<file path="src/rtl/plframe_pkg.sv">
`timescale 1ns/1ps
package plframe_pkg;

  typedef enum logic [1:0] {
    TAG_IDLE  = 2'd0,
    TAG_HDR   = 2'd1,
    TAG_DATA  = 2'd2,
    TAG_PILOT = 2'd3
  } sym_tag_e;

  typedef enum logic [1:0] {
    SQ_IDLE,
    SQ_HDR,
    SQ_DATA,
    SQ_PILOT
  } seq_state_e;

  typedef struct packed {
    logic [1:0] mod;
    logic       short_frm;
    logic       pilots;
  } frame_cfg_t;

  // slots per frame for a given coded length and bits per symbol
  function automatic int slots_in_frame(input int bits, input int slot_len, input int bps);
    return bits / (slot_len * bps);
  endfunction

endpackage

</file>
<file path="src/rtl/plframe_slot_calc.sv">
`timescale 1ns/1ps
module plframe_slot_calc
  import plframe_pkg::*;
#(
  parameter int SLOT_LEN   = 90,
  parameter int LONG_BITS  = 64800,
  parameter int SHORT_BITS = 16200,
  parameter int SLOT_W     = 9
) (
  input  logic [1:0]        mod_i,
  input  logic              short_i,
  output logic [SLOT_W-1:0] last_slot_o
);

  logic [SLOT_W-1:0] long_last  [4];
  logic [SLOT_W-1:0] short_last [4];

  // one constant per constellation: bits per symbol is code + 2
  generate
    for (genvar g = 0; g < 4; g++) begin : g_mod
      localparam int LONG_N  = slots_in_frame(LONG_BITS,  SLOT_LEN, g + 2);
      localparam int SHORT_N = slots_in_frame(SHORT_BITS, SLOT_LEN, g + 2);
      assign long_last[g]  = SLOT_W'(LONG_N - 1);
      assign short_last[g] = SLOT_W'(SHORT_N - 1);
    end
  endgenerate

  assign last_slot_o = short_i ? short_last[mod_i] : long_last[mod_i];

endmodule

</file>
<file path="src/rtl/plframe_seq_fsm.sv">
`timescale 1ns/1ps
module plframe_seq_fsm
  import plframe_pkg::*;
#(
  parameter int HDR_LEN    = 90,
  parameter int SLOT_LEN   = 90,
  parameter int PLT_LEN    = 36,
  parameter int PLT_PERIOD = 16,
  parameter int POS_W      = 7,
  parameter int GRP_W      = 5,
  parameter int SLOT_W     = 9,
  parameter int DIDX_W     = 15
) (
  input  logic              clk,
  input  logic              rst_n,
  input  logic              sym_vld_i,
  input  logic              sof_i,
  input  frame_cfg_t        cfg_i,
  input  logic [SLOT_W-1:0] last_slot_i,
  output frame_cfg_t        cfg_q_o,
  output sym_tag_e          cur_tag_o,
  output logic [SLOT_W-1:0] cur_slot_o,
  output logic [DIDX_W-1:0] cur_didx_o,
  output logic              cur_eof_o,
  output logic              resync_o
);

  localparam logic [POS_W-1:0] HDR_END  = POS_W'(HDR_LEN - 1);
  localparam logic [POS_W-1:0] SLOT_END = POS_W'(SLOT_LEN - 1);
  localparam logic [POS_W-1:0] PLT_END  = POS_W'(PLT_LEN - 1);
  localparam logic [GRP_W-1:0] GRP_END  = GRP_W'(PLT_PERIOD - 1);

  seq_state_e        st_q,   st_d;
  logic [POS_W-1:0]  pos_q,  pos_d;
  logic [SLOT_W-1:0] slot_q, slot_d;
  logic [GRP_W-1:0]  grp_q,  grp_d;
  logic [DIDX_W-1:0] didx_q, didx_d;
  frame_cfg_t        cfg_q,  cfg_d;
  logic              rs_q,   rs_d;

  // next state and label of the symbol presented this cycle
  always_comb begin
    st_d   = st_q;
    pos_d  = pos_q;
    slot_d = slot_q;
    grp_d  = grp_q;
    didx_d = didx_q;
    cfg_d  = cfg_q;
    rs_d   = rs_q;
    cur_slot_o = slot_q;
    cur_didx_o = didx_q;
    cur_eof_o  = 1'b0;
    case (st_q)
      SQ_HDR:   cur_tag_o = TAG_HDR;
      SQ_DATA:  cur_tag_o = TAG_DATA;
      SQ_PILOT: cur_tag_o = TAG_PILOT;
      default:  cur_tag_o = TAG_IDLE;
    endcase
    if (sym_vld_i) begin
      if (sof_i) begin
        // start pulse wins over anything in progress
        cur_tag_o  = TAG_HDR;
        cur_slot_o = '0;
        cur_didx_o = '0;
        st_d   = SQ_HDR;
        pos_d  = POS_W'(1);
        slot_d = '0;
        grp_d  = '0;
        didx_d = '0;
        if (st_q != SQ_IDLE) rs_d = 1'b1;
      end else begin
        case (st_q)
          SQ_HDR: begin
            if (pos_q == HDR_END) begin
              st_d  = SQ_DATA;
              pos_d = '0;
              cfg_d = cfg_i;
            end else begin
              pos_d = pos_q + 1'b1;
            end
          end
          SQ_DATA: begin
            didx_d = didx_q + 1'b1;
            if (pos_q == SLOT_END) begin
              pos_d = '0;
              if (slot_q == last_slot_i) begin
                cur_eof_o = 1'b1;
                st_d   = SQ_IDLE;
                slot_d = '0;
                didx_d = '0;
                grp_d  = '0;
              end else begin
                slot_d = slot_q + 1'b1;
                if (cfg_q.pilots && grp_q == GRP_END) begin
                  st_d  = SQ_PILOT;
                  grp_d = '0;
                end else begin
                  grp_d = grp_q + 1'b1;
                end
              end
            end else begin
              pos_d = pos_q + 1'b1;
            end
          end
          SQ_PILOT: begin
            if (pos_q == PLT_END) begin
              st_d  = SQ_DATA;
              pos_d = '0;
            end else begin
              pos_d = pos_q + 1'b1;
            end
          end
          default: ;
        endcase
      end
    end
  end

  always_ff @(posedge clk or negedge rst_n) begin
    if (!rst_n) begin
      st_q   <= SQ_IDLE;
      pos_q  <= '0;
      slot_q <= '0;
      grp_q  <= '0;
      didx_q <= '0;
      cfg_q  <= '0;
      rs_q   <= 1'b0;
    end else if (sym_vld_i) begin
      st_q   <= st_d;
      pos_q  <= pos_d;
      slot_q <= slot_d;
      grp_q  <= grp_d;
      didx_q <= didx_d;
      cfg_q  <= cfg_d;
      rs_q   <= rs_d;
    end
  end

  assign cfg_q_o  = cfg_q;
  assign resync_o = rs_q;

endmodule

</file>
<file path="src/rtl/plframe_tag_reg.sv">
`timescale 1ns/1ps
module plframe_tag_reg #(
  parameter int SLOT_W = 9,
  parameter int DIDX_W = 15
) (
  input  logic              clk,
  input  logic              rst_n,
  input  logic              vld_i,
  input  logic [1:0]        tag_i,
  input  logic [SLOT_W-1:0] slot_i,
  input  logic [DIDX_W-1:0] didx_i,
  input  logic              eof_i,
  output logic              vld_o,
  output logic [1:0]        tag_o,
  output logic [SLOT_W-1:0] slot_o,
  output logic [DIDX_W-1:0] didx_o,
  output logic              eof_o
);

  logic eof_d;

  assign eof_d = vld_i & eof_i;

  always_ff @(posedge clk or negedge rst_n) begin
    if (!rst_n) begin
      vld_o  <= 1'b0;
      eof_o  <= 1'b0;
      tag_o  <= '0;
      slot_o <= '0;
      didx_o <= '0;
    end else begin
      vld_o <= vld_i;
      eof_o <= eof_d;
      if (vld_i) begin
        tag_o  <= tag_i;
        slot_o <= slot_i;
        didx_o <= didx_i;
      end
    end
  end

endmodule

</file>
<file path="src/rtl/plframe_seq.sv">
`timescale 1ns/1ps
module plframe_seq
  import plframe_pkg::*;
#(
  parameter  int HDR_LEN    = 90,
  parameter  int SLOT_LEN   = 90,
  parameter  int PLT_LEN    = 36,
  parameter  int PLT_PERIOD = 16,
  parameter  int LONG_BITS  = 64800,
  parameter  int SHORT_BITS = 16200,
  localparam int MAX_SLOTS  = LONG_BITS / (SLOT_LEN * 2),
  localparam int SLOT_W     = $clog2(MAX_SLOTS),
  localparam int DIDX_W     = $clog2(MAX_SLOTS * SLOT_LEN),
  localparam int MAX_LEN    = (HDR_LEN > SLOT_LEN) ? HDR_LEN : SLOT_LEN,
  localparam int POS_W      = $clog2(MAX_LEN),
  localparam int GRP_W      = $clog2(PLT_PERIOD + 1)
) (
  input  logic              clk,
  input  logic              rst_n,
  input  logic              sym_vld_i,
  input  logic              sof_i,
  input  logic [1:0]        mod_i,
  input  logic [1:0]        type_i,
  output logic              vld_o,
  output logic [1:0]        tag_o,
  output logic [SLOT_W-1:0] slot_o,
  output logic [DIDX_W-1:0] didx_o,
  output logic              eof_o,
  output logic              resync_o
);

  logic [1:0]        rst_pipe;
  logic              rst_n_s;
  frame_cfg_t        cfg_in, cfg_q;
  logic [SLOT_W-1:0] last_slot;
  sym_tag_e          cur_tag;
  logic [SLOT_W-1:0] cur_slot;
  logic [DIDX_W-1:0] cur_didx;
  logic              cur_eof;

  // asynchronous assert, synchronous release
  always_ff @(posedge clk or negedge rst_n) begin
    if (!rst_n) rst_pipe <= '0;
    else        rst_pipe <= {rst_pipe[0], 1'b1};
  end
  assign rst_n_s = rst_pipe[1];

  assign cfg_in = '{mod: mod_i, short_frm: type_i[1], pilots: type_i[0]};

  plframe_slot_calc #(
    .SLOT_LEN(SLOT_LEN), .LONG_BITS(LONG_BITS), .SHORT_BITS(SHORT_BITS), .SLOT_W(SLOT_W)
  ) u_slots (
    .mod_i(cfg_q.mod), .short_i(cfg_q.short_frm), .last_slot_o(last_slot)
  );

  plframe_seq_fsm #(
    .HDR_LEN(HDR_LEN), .SLOT_LEN(SLOT_LEN), .PLT_LEN(PLT_LEN), .PLT_PERIOD(PLT_PERIOD),
    .POS_W(POS_W), .GRP_W(GRP_W), .SLOT_W(SLOT_W), .DIDX_W(DIDX_W)
  ) u_fsm (
    .clk(clk), .rst_n(rst_n_s), .sym_vld_i(sym_vld_i), .sof_i(sof_i),
    .cfg_i(cfg_in), .last_slot_i(last_slot), .cfg_q_o(cfg_q),
    .cur_tag_o(cur_tag), .cur_slot_o(cur_slot), .cur_didx_o(cur_didx),
    .cur_eof_o(cur_eof), .resync_o(resync_o)
  );

  plframe_tag_reg #(.SLOT_W(SLOT_W), .DIDX_W(DIDX_W)) u_out (
    .clk(clk), .rst_n(rst_n_s), .vld_i(sym_vld_i), .tag_i(cur_tag),
    .slot_i(cur_slot), .didx_i(cur_didx), .eof_i(cur_eof),
    .vld_o(vld_o), .tag_o(tag_o), .slot_o(slot_o), .didx_o(didx_o), .eof_o(eof_o)
  );

endmodule

</file>
<file path="config.mk">
export PLATFORM = sky130hd
export DESIGN_NAME = plframe_seq
export DESIGN_NICKNAME = d
export VERILOG_FILES = /design/src/rtl/plframe_pkg.sv /design/src/rtl/plframe_slot_calc.sv /design/src/rtl/plframe_seq_fsm.sv /design/src/rtl/plframe_tag_reg.sv /design/src/rtl/plframe_seq.sv
export SDC_FILE = /design/constraint.sdc
export NUM_CORES = 1
export LEC_CHECK = 0
export CAP_MARGIN = 0
export CORE_ASPECT_RATIO = 0.7
export CORE_UTILIZATION = 58
export DETAILED_ROUTE_END_ITERATION = 8
export PLACE_DENSITY_LB_ADDON = 0.08
export SLEW_MARGIN = 30
export SYNTH_ARGS = -nofsm -noshare
export SYNTH_HDL_FRONTEND = slang
export SYNTH_HIERARCHICAL = 1
export SYNTH_SLANG_ARGS = --single-unit
</file>
<file path="constraint.sdc">
create_clock -name clk -period 3 [get_ports clk]
set_input_delay 0.45 -clock clk [delete_from_list [all_inputs] [get_ports clk]]
set_output_delay 0.45 -clock clk [all_outputs]
set_load 0.02 [all_outputs]
</file>
* Word level (Yosys, flattened, before mapping) *
Cells that the tools add are included.

word-level totals
  register bits = 73
  output and inout port bits = 29
  logic and storage cells = 87

cells by class
  $add $sub $neg = 4
  magnitude comparators = 1
  equal/unequal tests = 11
  multiplexer cells = 40
  bitwise operators = 3
  reductions and logical operators = 13

operators with widths
  kind                     count
  $mux W9                  10
  $mux W15                 5
  $bmux W9 S2              2
  $mux W5                  5
  $mux W7                  3
  $add A15 B1 Y15 const B  1
  $mux W2                  7
  $pmux W7 S2              1
  $pmux W2 S3              2
  $add A9 B1 Y9 const B    1
  $eq A9 B9 Y1             1
  $ne A3 B2 Y1 const B     3
  $add A7 B1 Y7 const B    1
  $eq A7 B6 Y1 const B     1
  $eq A7 B7 Y1 const B     1
  $reduce_and A3 Y1        2
  $reduce_and A6 Y1        1
  $reduce_bool A2 Y1       3
  $add A5 B1 Y5 const B    1
  $eq A5 B4 Y1 const B     1
  $mux W1                  5
  $eq A2 B2 Y1 const B     2
  $ne A4 B2 Y1 const B     1
  $reduce_and A2 Y1        2
  10 further kinds         10

* Depth between registers and ports, before layout *
  word-level depth = 12
  gate-level depth with buffers = 9
  gate-level depth less buffers = 7

* Cells and area by module *
The synthesis kept the hierarchy.

by module, submodules not included
  module             times used  cells an instance  area an instance (µm²)
  plframe_seq_fsm    1           313                2,745.1
  plframe_tag_reg    1           58                 1,122.3
  plframe_slot_calc  1           17                 137.6
  plframe_seq        1           3                  53.8

* Worst setup path before layout *
No wires, ideal clock.

  path type = reg2reg
  start point = reg u_fsm/cfg_q_o[2] (netlist name)
  end point = reg u_fsm.didx_q[8]
  setup time = 0.130 ns
  data arrival time = 1.883 ns
  data required time = 2.870 ns
  slack = 0.987 ns
  stages on the path, launching flop included = 10
  path buffers = 2
  path through = dfrtp_1 -> buf_6 -> nand2b_4 -> o21a_1 -> xor2_1 -> nor4_1 -> nand4_1 -> buf_2 -> a41oi_1 -> o31ai_1

between the ends
  word-level cells in the longest chain between the ends = 10
  elaborated cells on any way between the ends = 13

ends and longest elaborated chain
  item                                        RTL line                 source
  $not A2 Y3 (not written as such) *          plframe_slot_calc.sv:28  assign last_slot_o = short_i ? short_last[mod_i] : long_last[mod_i];
  $bmux W9 S2                                 plframe_slot_calc.sv:28
  $mux W9 (not written as such) (2 in a row)  plframe_slot_calc.sv:28
  $mux W9 *                                   plframe_slot_calc.sv:28
  named net last_slot[1]                      plframe_seq.sv:35        logic [SLOT_W-1:0] last_slot;
  $eq A9 B9 Y1 *                              plframe_seq_fsm.sv:86    if (slot_q == last_slot_i) begin
  $mux W15 *                                  plframe_seq_fsm.sv:86
  $mux W15 *                                  plframe_seq_fsm.sv:84    if (pos_q == SLOT_END) begin
  $mux W15 *                                  plframe_seq_fsm.sv:72    case (st_q)
  $mux W15 *                                  plframe_seq_fsm.sv:60    if (sof_i) begin
  end signal, assigned                        plframe_seq_fsm.sv:133   didx_q <= didx_d;
  end, declared                               plframe_seq_fsm.sv:37    logic [DIDX_W-1:0] didx_q, didx_d;

Mark *: on every way through the listed nets, which the timed path passes. The rest lies on a longest branch. The select of a mux whose other input is x is not followed.
A chain may end at the register's enable or synchronous reset.

* Worst setup path in the final report *
  start point = reg u_fsm/cfg_q_o[2] (netlist name)
  end point = reg u_out.eof_o

between the ends
  word-level cells in the longest chain between the ends = 12
  elaborated cells on any way between the ends = 15

ends and longest elaborated chain
  item                                        RTL line                 source
  $not A2 Y3 (not written as such) *          plframe_slot_calc.sv:28
  $bmux W9 S2                                 plframe_slot_calc.sv:28
  $mux W9 (not written as such) (2 in a row)  plframe_slot_calc.sv:28
  $mux W9 *                                   plframe_slot_calc.sv:28
  named net last_slot[1]                      plframe_seq.sv:35
  $eq A9 B9 Y1 *                              plframe_seq_fsm.sv:86
  $mux W1 *                                   plframe_seq_fsm.sv:86
  $mux W1 *                                   plframe_seq_fsm.sv:84
  $mux W1 *                                   plframe_seq_fsm.sv:72
  $mux W1 *                                   plframe_seq_fsm.sv:60
  $mux W1 *                                   plframe_seq_fsm.sv:59    if (sym_vld_i) begin
  named net cur_eof                           plframe_seq.sv:39        logic cur_eof;
  $and A1 B1 Y1 *                             plframe_tag_reg.sv:22    assign eof_d = vld_i & eof_i;
  named net u_out.eof_d                       plframe_tag_reg.sv:20    logic eof_d;
  end signal, assigned                        plframe_tag_reg.sv:33    eof_o <= eof_d;
  end, declared                               plframe_tag_reg.sv:17    output logic eof_o

Marks and branches as above.

==> results.yml <==
detailed_routing:
  vias: 3156
  routed_wl_um: 8822
  wl_per_cell_um: 16.74
  drcViolationCount: 0
  antenna_left: 0
  drtIter0Drc: 254
  vias_per_cell: 5.989
  drtPass1Iterations: 5
pwr:
  leakage_nw: 2.026
  power.density_mw_per_mm2: 391.9
  ir_drop_mv: 0.3487
layout:
  fin_nets: 445
  final_cells: 527
  drive_gt1_frac: 0.1524
  final_util: 0.6846
  diodes: 0
  area_delta_synth_final_pct: 13.96
placed_design:
  placedCellCount: 511
  gp_congestion: 0.8975
  io_buffers: 36
  place_ws_ns: 0.5424
  hpwl_um: 6249
setup_path:
  worst_setup_path_start_kind: "flop"
  critPathKind: "flop to flop"
  reg2reg_from: "u_fsm/cfg_q_o[2]"
  worst_setup_path_end_kind: "flop"
  r2r_cells: 7
  path_max_fanout: 10
  cp.arrival_ns: 2.78
  critPathRequiredTime_ns: 3.29
  setup.worst_path.start: "u_fsm/cfg_q_o[2]"
  regToRegSetupSlack_ns: 0.52
  r2r-end: "u_out/eof_o"
synth:
  ys_ff_latch: 73
  syn_avg_cell_area_um2: 10.38
  async_flop_share: 1.000
  synth_most_common_cell: "dfrtp_1"
  synth_top_area_frac: 0.4501
  ys.flop_type: "dfrtp_1"
  synth_common_cells: "dfrtp_1, nand2_1, and2_1"
  yosysWarnings: 6
  yosys.area.top_type: "dfrtp_1"
  synth_cell_types: 58
  netlist_top_cells_area: "dfrtp_1, mux2_4, and2_1"
  netlist_area_mm2: 0.004059
  synth_enable_flop_cells: 0
  ys_seq_area_frac: 0.4501
  mappedNetlistNets: 408
  postSynthCellCount: 391
cts:
  clkLatencyLatePin_ns: 0.36
  postCtsSetupRepairBufs: 0
  tritoncts: "built"
  clockBufferDepth: 2
  ctsHoldBuffers: 0
  clk_pin_slew_ns: 0.08
  ctsResizeCount: 0
  htree_levels: 3
  cts-root-buf: "clkbuf_8"
  cts_sinks: 73
  cts_buffers: 9
global_routing:
  grt_pass1_vias: 2923
  grt_pass1_wl_um: 14660
  grt_start_max_net_pins: 28
  grt.total_usage: 0.2645
  grt_overflow: 0
  grt_antenna_before_repair: 0
floorplan:
  core_mm2: 0.006756
  initial_utilization: 0.6007
  die_area_mm2: 0.007342
  ios: 37
  die_y_um: 71.99
  dieWidth_um: 102.0
  rows: 25
timing:
  fmax_mhz: 402.9
  min_period_over_period: 0.8273
  rsz0062_at_grt: "no"
  slew_headroom: 0.4387
  fin_tns_setup_ns: 0
  finalMaxSlewViolations: 0
  post-route-min-period_ns: 2.482
  tightest_slew_ns: 0.8332
  worst_slack_ns: 0.5181
  hold_viol: 0
  setup_viol: 0
  skew_ns: 0.01366
outcome:
  status: "finished, final reports clean"
min_path:
  hold_path.class: "primary input to asynchronous set/reset pin"
run:
  cap_violations: 0
logic make-up (layout without fill, tap and decap cells):
family	after synthesis	after routing	synth area share
flops	73	73	0.4501
xor+xnor	16	16	0.03453
fa+ha+maj	9	9	0.02774
compound gates	78	78	0.1282
other cells	1	1	0.0009239
simple gates	151	151	0.2044
mux	32	32	0.1070
buf+inv	31	73	0.04717
placed cells by master (no fill, tap or decap), types with 12 or more instances in the layout:
master and n:
a31oi_1 16, and2_1 26, clkdlybuf4s50_1 35, dfrtp_1 72, inv_1 12, mux2_4 20
nand2_1 31, nand3_1 20, nor2_1 21, nor3_1 13, o21ai_0 18, xor2_1 13
critical path: stages, from the launching register on:
cell and delay (ns):
dfrtp_1 0.51, nand2b_4 0.20, o21a_1 0.19, xor2_1 0.16
nor3_1 0.43, nand3_1 0.36, nor3_1 0.39, and2_1 0.19
routing by layer:
layer / global-route usage / up-vias / routed length (um)
met5: 0 / - / 0
met4: 0.09365 / 0 / 138
met3: 0.07129 / 16 / 606
met2: 0.3587 / 127 / 3656
met1: 0.4039 / 1514 / 4421
li1: - / 1499 / -
area by class of cell:
class | count | area [um2]
multi-input combinational | 287 | 2041
inverter | 12 | 45.04
fill | 545 | 2131
clock buffer | 10 | 127.6
sequential | 73 | 1828
tap | 94 | 117.6
clock inverter | 6 | 43.79
timing repair buffer | 45 | 422.9
where the power goes:
part           switching (W)  internal [W]  leakage (nW)
Clock               0.000380      0.000303        0.0866
Sequential         0.0000235      0.000996         0.991
Combinational      0.0000683     0.0000428         0.948
through the flow:
stage               total power, W  area (um2)  hold WS, ns
floorplan                 0.001121        4059       0.1544
global placement          0.001147        4454       0.2990
detailed placement        0.001150        4454       0.2946
CTS                       0.001828        4626       0.2423
global route              0.001894        4626       0.2297
finish                    0.001813        4626       0.2446
registers in the layout (all words and copies together), names as in the netlist, 2 cells and up:
signal and cells:
u_fsm/didx_q 15, u_out/slot_o 9, u_fsm/cfg_q_o 4, u_fsm/pos_q 7, u_fsm/slot_q 9, u_out/tag_o 2, u_fsm/grp_q 5, u_fsm/st_q 2
u_out/didx_o 15, rst_pipe 2
worst max-delay path by stage:
stage,cells after the start,end
after CTS,7,u_fsm/st_q[0]
after global routing,7,u_fsm/st_q[0]
final,7,u_out/eof_o
after global placement,7,u_out/eof_o
after detailed placement,6,u_fsm/didx_q[14]
after floorplan,0,u_fsm/cfg_q_o[0]
Power figures use the tool's default switching activity.
